[config.mk]
export PLATFORM = sky130hd
export DESIGN_NAME = combo_lock_ctrl
export DESIGN_NICKNAME = d
export VERILOG_FILES = /design/src/rtl/combo_lock_ctrl.sv
export SDC_FILE = /design/constraint.sdc
export NUM_CORES = 1
export LEC_CHECK = 0
export BUFFER_PORTS_ARGS = -buffer_cell sky130_fd_sc_hd__buf_2
export CORE_MARGIN = 2
export CORE_UTILIZATION = 45
export DETAILED_ROUTE_END_ITERATION = 8
export GPL_TIMING_DRIVEN = 0
export PLACE_DENSITY = 0.69
export SYNTH_ARGS = -nofsm -noshare
export SYNTH_HDL_FRONTEND = slang
export SYNTH_SLANG_ARGS = --single-unit
[constraint.sdc]
create_clock -name clk -period 1.45 [get_ports clk]
set_input_delay 0.145 -clock clk [delete_from_list [all_inputs] [get_ports clk]]
set_output_delay 0.145 -clock clk [all_outputs]
set_load 0.005 [all_outputs]
[src/rtl/combo_lock_ctrl.sv]
module combo_lock_ctrl #(
  parameter int DW = 4,
  parameter logic [DW-1:0] DEF_D1 = 4'd3,
  parameter logic [DW-1:0] DEF_D2 = 4'd4,
  parameter logic [DW-1:0] DEF_D3 = 4'd2
) (
  input  logic          clk,
  input  logic          rst,
  input  logic [DW-1:0] din,
  input  logic          entry_stb,
  input  logic [2:0]    code_wr,
  output logic          unlocked,
  output logic [2:0]    digit_sel
);

  localparam int NDIG = 3;
  localparam logic [3:0] ST_D1   = 4'b0001;
  localparam logic [3:0] ST_D2   = 4'b0010;
  localparam logic [3:0] ST_D3   = 4'b0100;
  localparam logic [3:0] ST_OPEN = 4'b1000;
  localparam logic [3:0] ST_ERR  = 4'b0000;

  logic [3:0]    state, state_nx;
  logic [DW-1:0] code_q [NDIG];
  logic [DW-1:0] expect_d;
  logic          match;

  for (genvar k = 0; k < NDIG; k++) begin : g_code
    localparam logic [DW-1:0] DEF = (k == 0) ? DEF_D1 : (k == 1) ? DEF_D2 : DEF_D3;
    always_ff @(posedge clk) begin
      if (rst)             code_q[k] <= DEF;
      else if (code_wr[k]) code_q[k] <= din;
    end
  end

  always_comb begin
    expect_d = '0;
    for (int k = 0; k < NDIG; k++)
      if (state[k]) expect_d = expect_d | code_q[k];
  end

  assign match = (expect_d == din);

  always_comb begin
    state_nx = state;
    if (entry_stb) begin
      case (state)
        ST_D1:   state_nx = match ? ST_D2 : ST_ERR;
        ST_D2:   state_nx = match ? ST_D3 : ST_ERR;
        ST_D3:   state_nx = match ? ST_OPEN : ST_ERR;
        default: state_nx = state;
      endcase
    end
  end

  always_ff @(posedge clk) begin
    if (rst) state <= ST_D1;
    else     state <= state_nx;
  end

  assign digit_sel = state[2:0];
  assign unlocked  = state[3];

  AST_SEL_ONEHOT: assert property (@(posedge clk) disable iff (rst)
    $onehot0(digit_sel) && !(unlocked && digit_sel != 3'b000));
  AST_HOLD_IDLE: assert property (@(posedge clk) disable iff (rst)
    (!entry_stb && digit_sel != 3'b000) |=> $stable(digit_sel) && !unlocked);
  AST_BAD_DIGIT: assert property (@(posedge clk) disable iff (rst)
    (entry_stb && digit_sel != 3'b000 && !match) |=> (digit_sel == 3'b000 && !unlocked));
  AST_OPEN_STICKY: assert property (@(posedge clk) disable iff (rst)
    unlocked |=> (unlocked && digit_sel == 3'b000));
  AST_ERR_STICKY: assert property (@(posedge clk) disable iff (rst)
    (!unlocked && digit_sel == 3'b000) |=> (!unlocked && digit_sel == 3'b000));
  AST_WR_NO_STEP: assert property (@(posedge clk) disable iff (rst)
    (code_wr != 3'b000 && !entry_stb) |=> ($stable(digit_sel) && $stable(unlocked)));

endmodule

## Word level (Yosys, flattened, before mapping)

Memories as Yosys holds them, arrays and structs flattened.
Cells that the tools add are included.

- Bits in registers: 4
- Bits in latches: 0
- Bits in writable memories: 12
- Bits in read-only memories: 0
- Bits of input ports: 10
- Output and inout port bits: 4
- Word-level logic and storage cells: 34
- Memories kept: 1

Memories:

| memory | depth | bits a word | read ports | clocked after Yosys merged registers in | write ports | RTL line | RTL |
|---|---|---|---|---|---|---|---|
| code_q | 3 | 4 | 3 | 0 | 3 | 24 | `logic [DW-1:0] code_q [NDIG];` |

- Add/sub/neg operators: 0
- $mul: 0
- Div/mod/pow operators: 0
- Order comparisons: 0
- Eq/ne operators: 4
- Shift-type cells: 0
- Muxes and demuxes: 21
- Bitwise operators: 5
- Reductions and logical operators: 2

Operators by type and width:

| operator | count |
|---|---|
| $mux 4 | 7 |
| $pmux 4 s3 | 1 |
| $mux 1 | 11 |
| $or 4x4->4 | 2 |
| $eq 4x1->1 const B | 1 |
| $eq 4x2->1 const B | 1 |
| $eq 4x3->1 const B | 1 |
| $eq 4x4->1 | 1 |
| $mux 3 | 1 |
| $or 1x1->1 | 3 |
| $reduce_bool 3->1 | 1 |
| $mux 2 | 1 |
| $reduce_and 2->1 | 1 |

## Logic depth before layout (Yosys ltp)

Gate-level depths: netlist of the first run.

- Depth in word-level cells: 8
- Mapped depth: 5
- Depth with buffers taken out: 4

## Least setup slack after synthesis of the first run

No wires, ideal clock.

- Path kind: reg-to-reg
- Start: reg state[0]
- End: reg state[1]
- Setup time: 69 ps
- Arrival time: 1212 ps
- Required time: 1381 ps
- Slack: 169 ps
- Stages on the path, launching flop included: 6
- Period minus slack after synthesis: 1281 ps
- Path through: dfxtp_1 buf_6 a222oi_1 xor2_1 nand4_1 o21ai_1

- Word-level cells in the longest chain between the ends: 8

Ends and longest elaborated chain:

| what | RTL line | RTL |
|---|---|---|
| start, declared | 23 | `logic [3:0] state, state_nx;` |
| start signal, assigned | 58 | `else state <= state_nx;` |
| $mux 4 | 39 | `if (state[k]) expect_d = expect_d \| code_q[k];` |
| $or 4x4->4 | 39 |  |
| $mux 4 | 39 |  |
| $or 4x4->4 | 39 |  |
| $mux 4 | 39 |  |
| $eq 4x4->1 | 42 | `assign match = (expect_d == din);` |
| $mux 2 | 48 | `ST_D1: state_nx = match ? ST_D2 : ST_ERR;` |
| $pmux 4 s3 | 47 | `case (state)` |

Several ways; a longest one is shown, not always the timed one.
A chain may end at the register's enable or synchronous reset.

## Worst setup path after layout of the first run

- Start: reg state[0]
- End: reg state[3]

- Word-level cells in the longest chain between the ends: 8

Ends and longest elaborated chain:

| what | RTL line | RTL |
|---|---|---|
| $mux 4 | 39 |  |
| $or 4x4->4 | 39 |  |
| $mux 4 | 39 |  |
| $or 4x4->4 | 39 |  |
| $mux 4 | 39 |  |
| $eq 4x4->1 | 42 |  |
| $mux 4 | 50 | `ST_D3: state_nx = match ? ST_OPEN : ST_ERR;` |
| $pmux 4 s3 | 47 |  |

Several ways; a longest one is shown, not always the timed one.

==> results of run 1 <==
## cells by family (layout without fill, tap and decap cells)
family                 Yosys count  in the layout  share of synthesized area (%)
AND/OR/NAND/NOR                 28             28                          22.32
flip-flops                      16             16                          58.18
AO/OA/AOI/OAI                    9              9                          9.753
buffers and inverters            6             21                          5.123
XOR/XNOR                         4              4                          4.628
## power groups by stage
stage	sequential (µW)	combinational, µW	clock (µW)
floorplan	542	70.4	0
global placement	544	102	0
detailed placement	544	104	0
CTS	534	105	240
global route	542	108	253
finish	538	95.6	232
## final cells by class
type                            count  area (µm²)  share of cell area, %
Multi-Input combinational cell     41       277.8                  32.55
Clock buffer                        3       22.52                  2.639
Sequential cell                    16       445.4                  52.20
Timing Repair Buffer               14       72.57                  8.504
Tap cell                           16       20.02                  2.346
Buffer                              1       3.754                 0.4399
Clock inverter                      1       3.754                 0.4399
Inverter                            2       7.507                 0.8798
## worst max-delay path, stage by stage, from the launching register on
cell and delay, ns:
dfxtp_4 0.38, a222oi_1 0.39, xor2_1 0.27, nand4_1 0.12, o22ai_1 0.13
## per-layer routing
layer / global-route usage (%) / vias up / wire (µm)
met3: 3.600 / 4 / 74
met2: 25.14 / 22 / 637
met4: 12.35 / 0 / 42
met1: 19.58 / 229 / 512
li1: - / 260 / -
met5: 0 / - / 0
## Yosys cell counts, types with 2 or more instances
cell type and number:
or2_2 2, buf_6 2, nand2_1 2, nand4_1 3, edfxtp_1 12, nand2b_1 4, xor2_1 4, nor3_1 2
a222oi_1 4, dfxtp_1 4, and2_1 8, o21ai_1 2, nor2b_1 3, inv_1 2
## sequential cells by signal, summed over array words and instances, names as in the netlist
name    flops
state       4
code_q     12
## metrics by stage
step           utilization (%)  instances  instance area, µm²  power, µW
2_1_floorplan                -         63               757.0      612.0
3_3_place_gp             54.63         92               842.1      645.8
3_5_place_dp             54.63         92               842.1      648.8
4_1_cts                  56.33         96               868.3      878.9
5_1_grt                  55.36         94               853.3      902.9
6_report                 55.36         94               853.3      865.6
## worst min path at each step
stage	end	slack, ns	depth (start not counted)	from
2_1_floorplan	state[0]	0.30	2	entry_stb
3_3_place_gp	state[0]	0.45	3	entry_stb
3_5_place_dp	state[0]	0.45	3	entry_stb
4_1_cts	state[0]	0.15	3	entry_stb
5_1_grt	state[0]	0.18	3	entry_stb
6_report	state[0]	0.16	3	entry_stb
## timing repair
item,4_1_cts,5_1_grt
buffers inserted,0,1
setup endpoints to repair,0,3
gates resized for setup,0,3
==> flow_summary.ini, run 1 <==
[run_status]
status = finished, final reports clean

[synthesis]
synth_edf_count = 12
yosysTopAreaCellShare_pct = 47.60
ys_seq_area_share_pct = 58.18
synth_area_leaders = edfxtp_1, dfxtp_1, and2_1
yosys_warnings = 0
ys_ff_latch = 16
syn_area_um2 = 757.0
synthArstFlopShare_pct = 0
netlist_instances = 63
synthFlopType = edfxtp_1
syn_area_per_cell_um2 = 12.02
syn_nets = 73
synth.distinct_cells = 23
yosys.area.top_type = edfxtp_1

[die]
die_area_um2 = 2026
fp.dieW_um = 45.02
core.rowCount = 14
coreArea_um2 = 1541
initial_core_util_pct = 49.11
die_h_um = 45.02
io_pins = 14

[global_route]
antenna_found_initial = 0
grtUsageTotal_pct = 16.25
overflow = 0
grt_max_degree = 11
grt_first_pass_wirelength_um = 2201
grt_pass1_vias = 522

[routing]
num_vias = 515
drc = 0
vias_per_cell = 5.479
drt-initial-drc-count = 20
routedWlPerCell_um = 13.47
first_pass_iters = 4
ant_nets = 0
wirelength_um = 1266

[critical_path]
r2r_cells = 4
crit_start = state[0]
cp_max_fo = 8
cp-start-kind = flip-flop
worstPathArrival_ns = 1.57
r2r_end = state[3]
reg2reg_slack_ns = 0.09
crit_type = flip-flop to flip-flop
endpoint = state[3]
worstPathRequired_ns = 1.66
endpoint_kind = flip-flop
timing.rr.start = state[0]

[clock_tree]
cts_num_sinks = 16
cts_max_path_buffers = 2
ctsHoldBuffers = 0
clk_latency_ns = 0.28
clk_pin_slew_ns = 0.09
cts_root_buf = clkbuf_4
cts_buffers = 3
htree_num_levels = 1
cts_tree = built

[timing]
rsz0062_at_grt = true
timing.hold.ws_ns = 0.1587
final-setup-viol-count = 0
tightest_slew_ns = 0.3515
slew_violations = 0
skew_ns = 0.004321
clock.fmax_mhz = 736.9
finalSetupTns_ns = 0
hold_violations = 0
finalCritPeriodShare_pct = 93.59
setup_slack_ns = 0.09297
fin_crit_ns = 1.357
relSlewSlack_pct = 76.56

[min_path]
min_path_type = input port to flip-flop

[placed_design]
dpl.hpwl_um = 980.6
gp_congestion = 0.8246
port_buffers = 13
dp_slack_ns = 0.05999

[pwr]
p_seq_share_pct = 62.2
internal_power_uw = 670.9
cellPowerDensity_nw_per_um2 = 1014
p_comb_share_pct = 11.0
switching_share_pct = 22.48
vdd_drop_max_mv = 0.3950
p_leak_uw = 0.0003203
power.switching_uw = 194.6
power_frac_clock_pct = 26.8

[finish]
fillers = 145
syn_to_final_growth_pct = 12.73
antenna_cells = 0
layout_common_cells = buf_2, edfxtp_1, and2_1
drive_gt1_share_pct = 26.92
final_common_cell = buf_2
layout.nets = 89

[flow_run]
maxCapViolations = 0
Note: power is estimated with default switching activity, not from simulation.
==> run 2: changes to the inputs <==
--- a/config.mk
+++ b/config.mk
@@ -10,7 +10,7 @@
 export CORE_UTILIZATION = 45
 export DETAILED_ROUTE_END_ITERATION = 8
 export GPL_TIMING_DRIVEN = 0
-export PLACE_DENSITY = 0.69
+export PLACE_DENSITY_LB_ADDON = 0.2
 export SYNTH_ARGS = -nofsm -noshare
 export SYNTH_HDL_FRONTEND = slang
 export SYNTH_SLANG_ARGS = --single-unit
==> flow_summary.ini, run 2 (same netlist as run 1, synthesis figures left out) <==
[critical_path]
crit_type = flip-flop to flip-flop
r2r_cells = 4
worstPathArrival_ns = 1.59
critPathTopFamily = compound AO/OA/AOI/OAI gates
critPathBufInv = 0
cp_max_fo = 7
endpoint_kind = flip-flop
cp-start-kind = flip-flop
cp_cell_sequence = a222oi_1, xor2_1, nand4_1, o21ai_1
crit_cells = 4
slowest_delay_ns = 0.39
worstPathRequired_ns = 1.65
crit_slowest_cell = a222oi_1

[finish]
layout.nets = 89
largest_register_ffs = 12
antenna_cells = 0
layout_common_cells = buf_2, edfxtp_1, and2_1
largest_registers = code_q x12, state x4
syn_to_final_growth_pct = 12.23
regMostFlops = code_q
final_common_cell = buf_2
drive_gt1_share_pct = 27.27

[clock_tree]
cts_num_sinks = 16
clk_latency_ns = 0.27
cts_tree = built
cts_root_buf = clkbuf_4
cts_buffers = 3
ctsHoldBuffers = 0
clk_pin_slew_ns = 0.09
htree_num_levels = 1
cts_max_path_buffers = 2

[routing]
drc = 0
routedWlPerCell_um = 13.40
num_vias = 533
drt-initial-drc-count = 21
first_pass_iters = 4
wirelength_um = 1246
vias_per_cell = 5.731
ant_nets = 0

[run_status]
status = finished, final reports clean

[timing]
relSlewSlack_pct = 76.62
final-setup-viol-count = 0
skew_ns = 0.002698
timing.hold.ws_ns = 0.1665
fin_crit_ns = 1.388
slew_violations = 0
tightest_slew_ns = 0.3507
rsz0062_at_grt = true
clock.fmax_mhz = 720.6
finalCritPeriodShare_pct = 95.71
hold_violations = 0

[min_path]
hold_path_depth = 3
min_path_type = input port to flip-flop

[placed_design]
dpl.hpwl_um = 986.4
gp_congestion = 0.8312
port_buffers = 13

[die]
core.rowCount = 14
coreArea_um2 = 1541
initial_core_util_pct = 49.11
die_h_um = 45.02
fp.dieW_um = 45.02
die_area_um2 = 2026
io_pins = 14

[global_route]
overflow = 0
grt_first_pass_wirelength_um = 1973
antenna_found_initial = 0
grt_max_degree = 11
grtUsageTotal_pct = 13.95
grt_pass1_vias = 457

[pwr]
power.total_uw = 856.8
vdd_drop_max_mv = 0.5029
cellPowerDensity_nw_per_um2 = 1008
p_leak_uw = 0.0003187

[flow_run]
maxCapViolations = 0
==> run 2: cell types whose count changed in the layout (fill, tap and decap cells not counted) <==
cell	delta
clkinv_1	-1
==> run 2: tightest hold or removal path: stages <==
cell and delay, ns:
buf_2 0.12, nand2_1 0.05, a21o_1 0.10
==> run 2: power by group <==
part	internal [µW]	leakage, µW	switching, µW
Combinational	46.8	0.000148	49.1
Clock	96.1	0.0000138	126
Sequential	524	0.000157	14.3
==> run 2: path summary, 6_finish.rpt <==
kind / startpoint / end / slack (ns)
setup / recovery: state[0] / state[1] / 0.06
hold / removal: entry_stb / state[0] / 0.17
setup reg to reg: state[0] / state[1] / 0.06
hold reg to reg: state[0] / state[0] / 0.51
==> run 2: timing repair <==
action	CTS	global route
buffers inserted	0	1
resized for setup	0	3
setup endpoints to repair	0	3
==> run 2: metal layers <==
metal	global-route usage (%)	vias to the layer above	share of wire, %
li1	-	260	-
met1	17.14	247	42
met2	23.43	24	51
met3	2.400	2	6.1
met4	7.059	0	0.72
met5	0	-	0
==> run 2: stage by stage <==
step	TNS (ns)	util [%]	cells	worst slack (ns)	cell area, µm²
floorplan	0	-	63	0.1695	757.0
global placement	0	54.63	92	0.09401	842.1
detailed placement	0	54.63	92	0.04330	842.1
CTS	0	56.09	95	0.03087	864.6
global route	-0.002731	55.11	93	-0.002731	849.6
finish	0	55.11	93	0.06220	849.6
==> run 2: layout make-up <==
class / count / area, µm²
buffer: 1 / 3.754
clock buffer: 3 / 22.52
fill: 138 / 691.9
inverter: 2 / 7.507
multi-input combinational: 41 / 277.8
sequential: 16 / 445.4
tap: 16 / 20.02
timing repair buffer: 14 / 72.57
==> run 3: changes to the inputs <==
--- a/config.mk
+++ b/config.mk
@@ -8,6 +8,7 @@
 export BUFFER_PORTS_ARGS = -buffer_cell sky130_fd_sc_hd__buf_2
 export CORE_MARGIN = 2
 export CORE_UTILIZATION = 45
+export CTS_BUF_LIST = sky130_fd_sc_hd__clkbuf_16
 export DETAILED_ROUTE_END_ITERATION = 8
 export GPL_TIMING_DRIVEN = 0
 export PLACE_DENSITY_LB_ADDON = 0.2
==> flow_summary.ini, run 3 (same netlist as run 1, synthesis figures left out) <==
[run_status]
status = finished, final reports clean

[critical_path]
crit_type = flip-flop to flip-flop
crit_slowest_cell = dfxtp_1
critPathTopFamily = compound AO/OA/AOI/OAI gates
cp_cell_sequence = buf_2, a222oi_1, xor2_1, nand4_1, o21ai_1
worstPathRequired_ns = 1.62
critPathBufInv = 1
endpoint_kind = flip-flop
slowest_delay_ns = 0.30
worstPathArrival_ns = 1.55
cp-start-kind = flip-flop
cp_max_fo = 8

[clock_tree]
clk_latency_ns = 0.24
post_cts_buffers = 0
cts_max_path_buffers = 2
clk_pin_slew_ns = 0.05
cts_buffers = 3
htree_num_levels = 1
cts_root_buf = clkbuf_16
cts_num_sinks = 16
cts_tree = built

[finish]
final_common_cell = buf_2
fin_area_um2 = 897.1
drive_gt1_share_pct = 27.27
largest_register_ffs = 12
fin_util_pct = 58.20
fillers = 134
largest_registers = code_q x12, state x4
layout.nets = 89
antenna_cells = 0
layout_common_cells = buf_2, edfxtp_1, and2_1
regMostFlops = code_q
syn_to_final_growth_pct = 18.51

[routing]
routedWlPerCell_um = 14.18
num_vias = 539
drc = 0
ant_nets = 0
wirelength_um = 1319
first_pass_iters = 5
vias_per_cell = 5.796
drt-initial-drc-count = 22

[global_route]
grt_first_pass_wirelength_um = 2083
grt_pass1_vias = 456
grt_max_degree = 11
antenna_found_initial = 0
overflow = 0
grtUsageTotal_pct = 15.14

[die]
coreArea_um2 = 1541
initial_core_util_pct = 49.11
die_h_um = 45.02
core.rowCount = 14
fp.dieW_um = 45.02
io_pins = 14
die_area_um2 = 2026

[timing]
tightest_slew_ns = 0.3766
final-setup-viol-count = 0
fin_crit_ns = 1.387
rsz0062_at_grt = true
finalSetupTns_ns = 0
clock.fmax_mhz = 721.0
finalCritPeriodShare_pct = 95.66
slew_violations = 0
hold_violations = 0
timing.hold.ws_ns = 0.2069
skew_ns = 0.001023
relSlewSlack_pct = 74.89

[placed_design]
place_area_um2 = 842.1
gp_congestion = 0.8312
port_buffers = 13
dpl.hpwl_um = 986.4

[min_path]
min_path_type = input port to flip-flop

[pwr]
vdd_drop_max_mv = 0.6437
cellPowerDensity_nw_per_um2 = 1290
p_leak_uw = 0.0003426
power.total_uw = 1157

[flow_run]
maxCapViolations = 0
## run 3: cell counts in the layout (fill, tap and decap cells not counted)
Identical to the previous run, type by type.
## run 3: area by class of cell
class                      count  area, µm²  share of cell area [%]
inverter                       2      7.507                  0.8368
timing repair buffer          13      65.06                   7.252
multi-input combinational     41      277.8                   30.96
tap                           16      20.02                   2.232
clock buffer                   3      75.07                   8.368
sequential                    16      442.9                   49.37
buffer                         2      8.758                  0.9763
## run 3: worst paths after layout
path                            startpoint  endpoint  slack (ns)  cells past startpoint
worst max-delay path              state[2]  state[1]        0.06                      5
worst min-delay path             entry_stb  state[0]        0.21                      3
worst max register to register    state[2]  state[1]        0.06                      5
worst min register to register    state[3]  state[3]        0.52                      2
## run 3: metal layers
layer	vias up	wire [µm]	track usage, %
li1	260	-	-
met1	256	573	18.23
met2	19	645	22.29
met3	4	70	4.400
met4	0	29	12.35
met5	-	0	0
## run 3: worst reg2reg max path, stage by stage, from the launching register on
cell and delay, ns:
dfxtp_1 0.30, buf_2 0.16, a222oi_1 0.29, xor2_1 0.29
nand4_1 0.13, o21ai_1 0.14
## run 3: power breakdown
part | internal, µW | switching, µW | total (µW)
registers | 527 | 16.2 | 543
logic | 44.3 | 48.1 | 92.4
clock network | 361 | 160 | 521
## run 3: through the flow
stage | cells | setup slack (ns)
6_report | 93 | 0.06299
5_1_grt | 93 | -0.02077
4_1_cts | 95 | 0.02168
3_5_place_dp | 92 | 0.04330
3_3_place_gp | 92 | 0.09401
2_1_floorplan | 63 | 0.1695
## run 3: what timing repair did
item / in CTS / in global routing
endpoints found under the setup margin: 0 / 3
hold buffers: 0 / 0
hold endpoints to repair: 0 / 0
resized for setup: 0 / 2
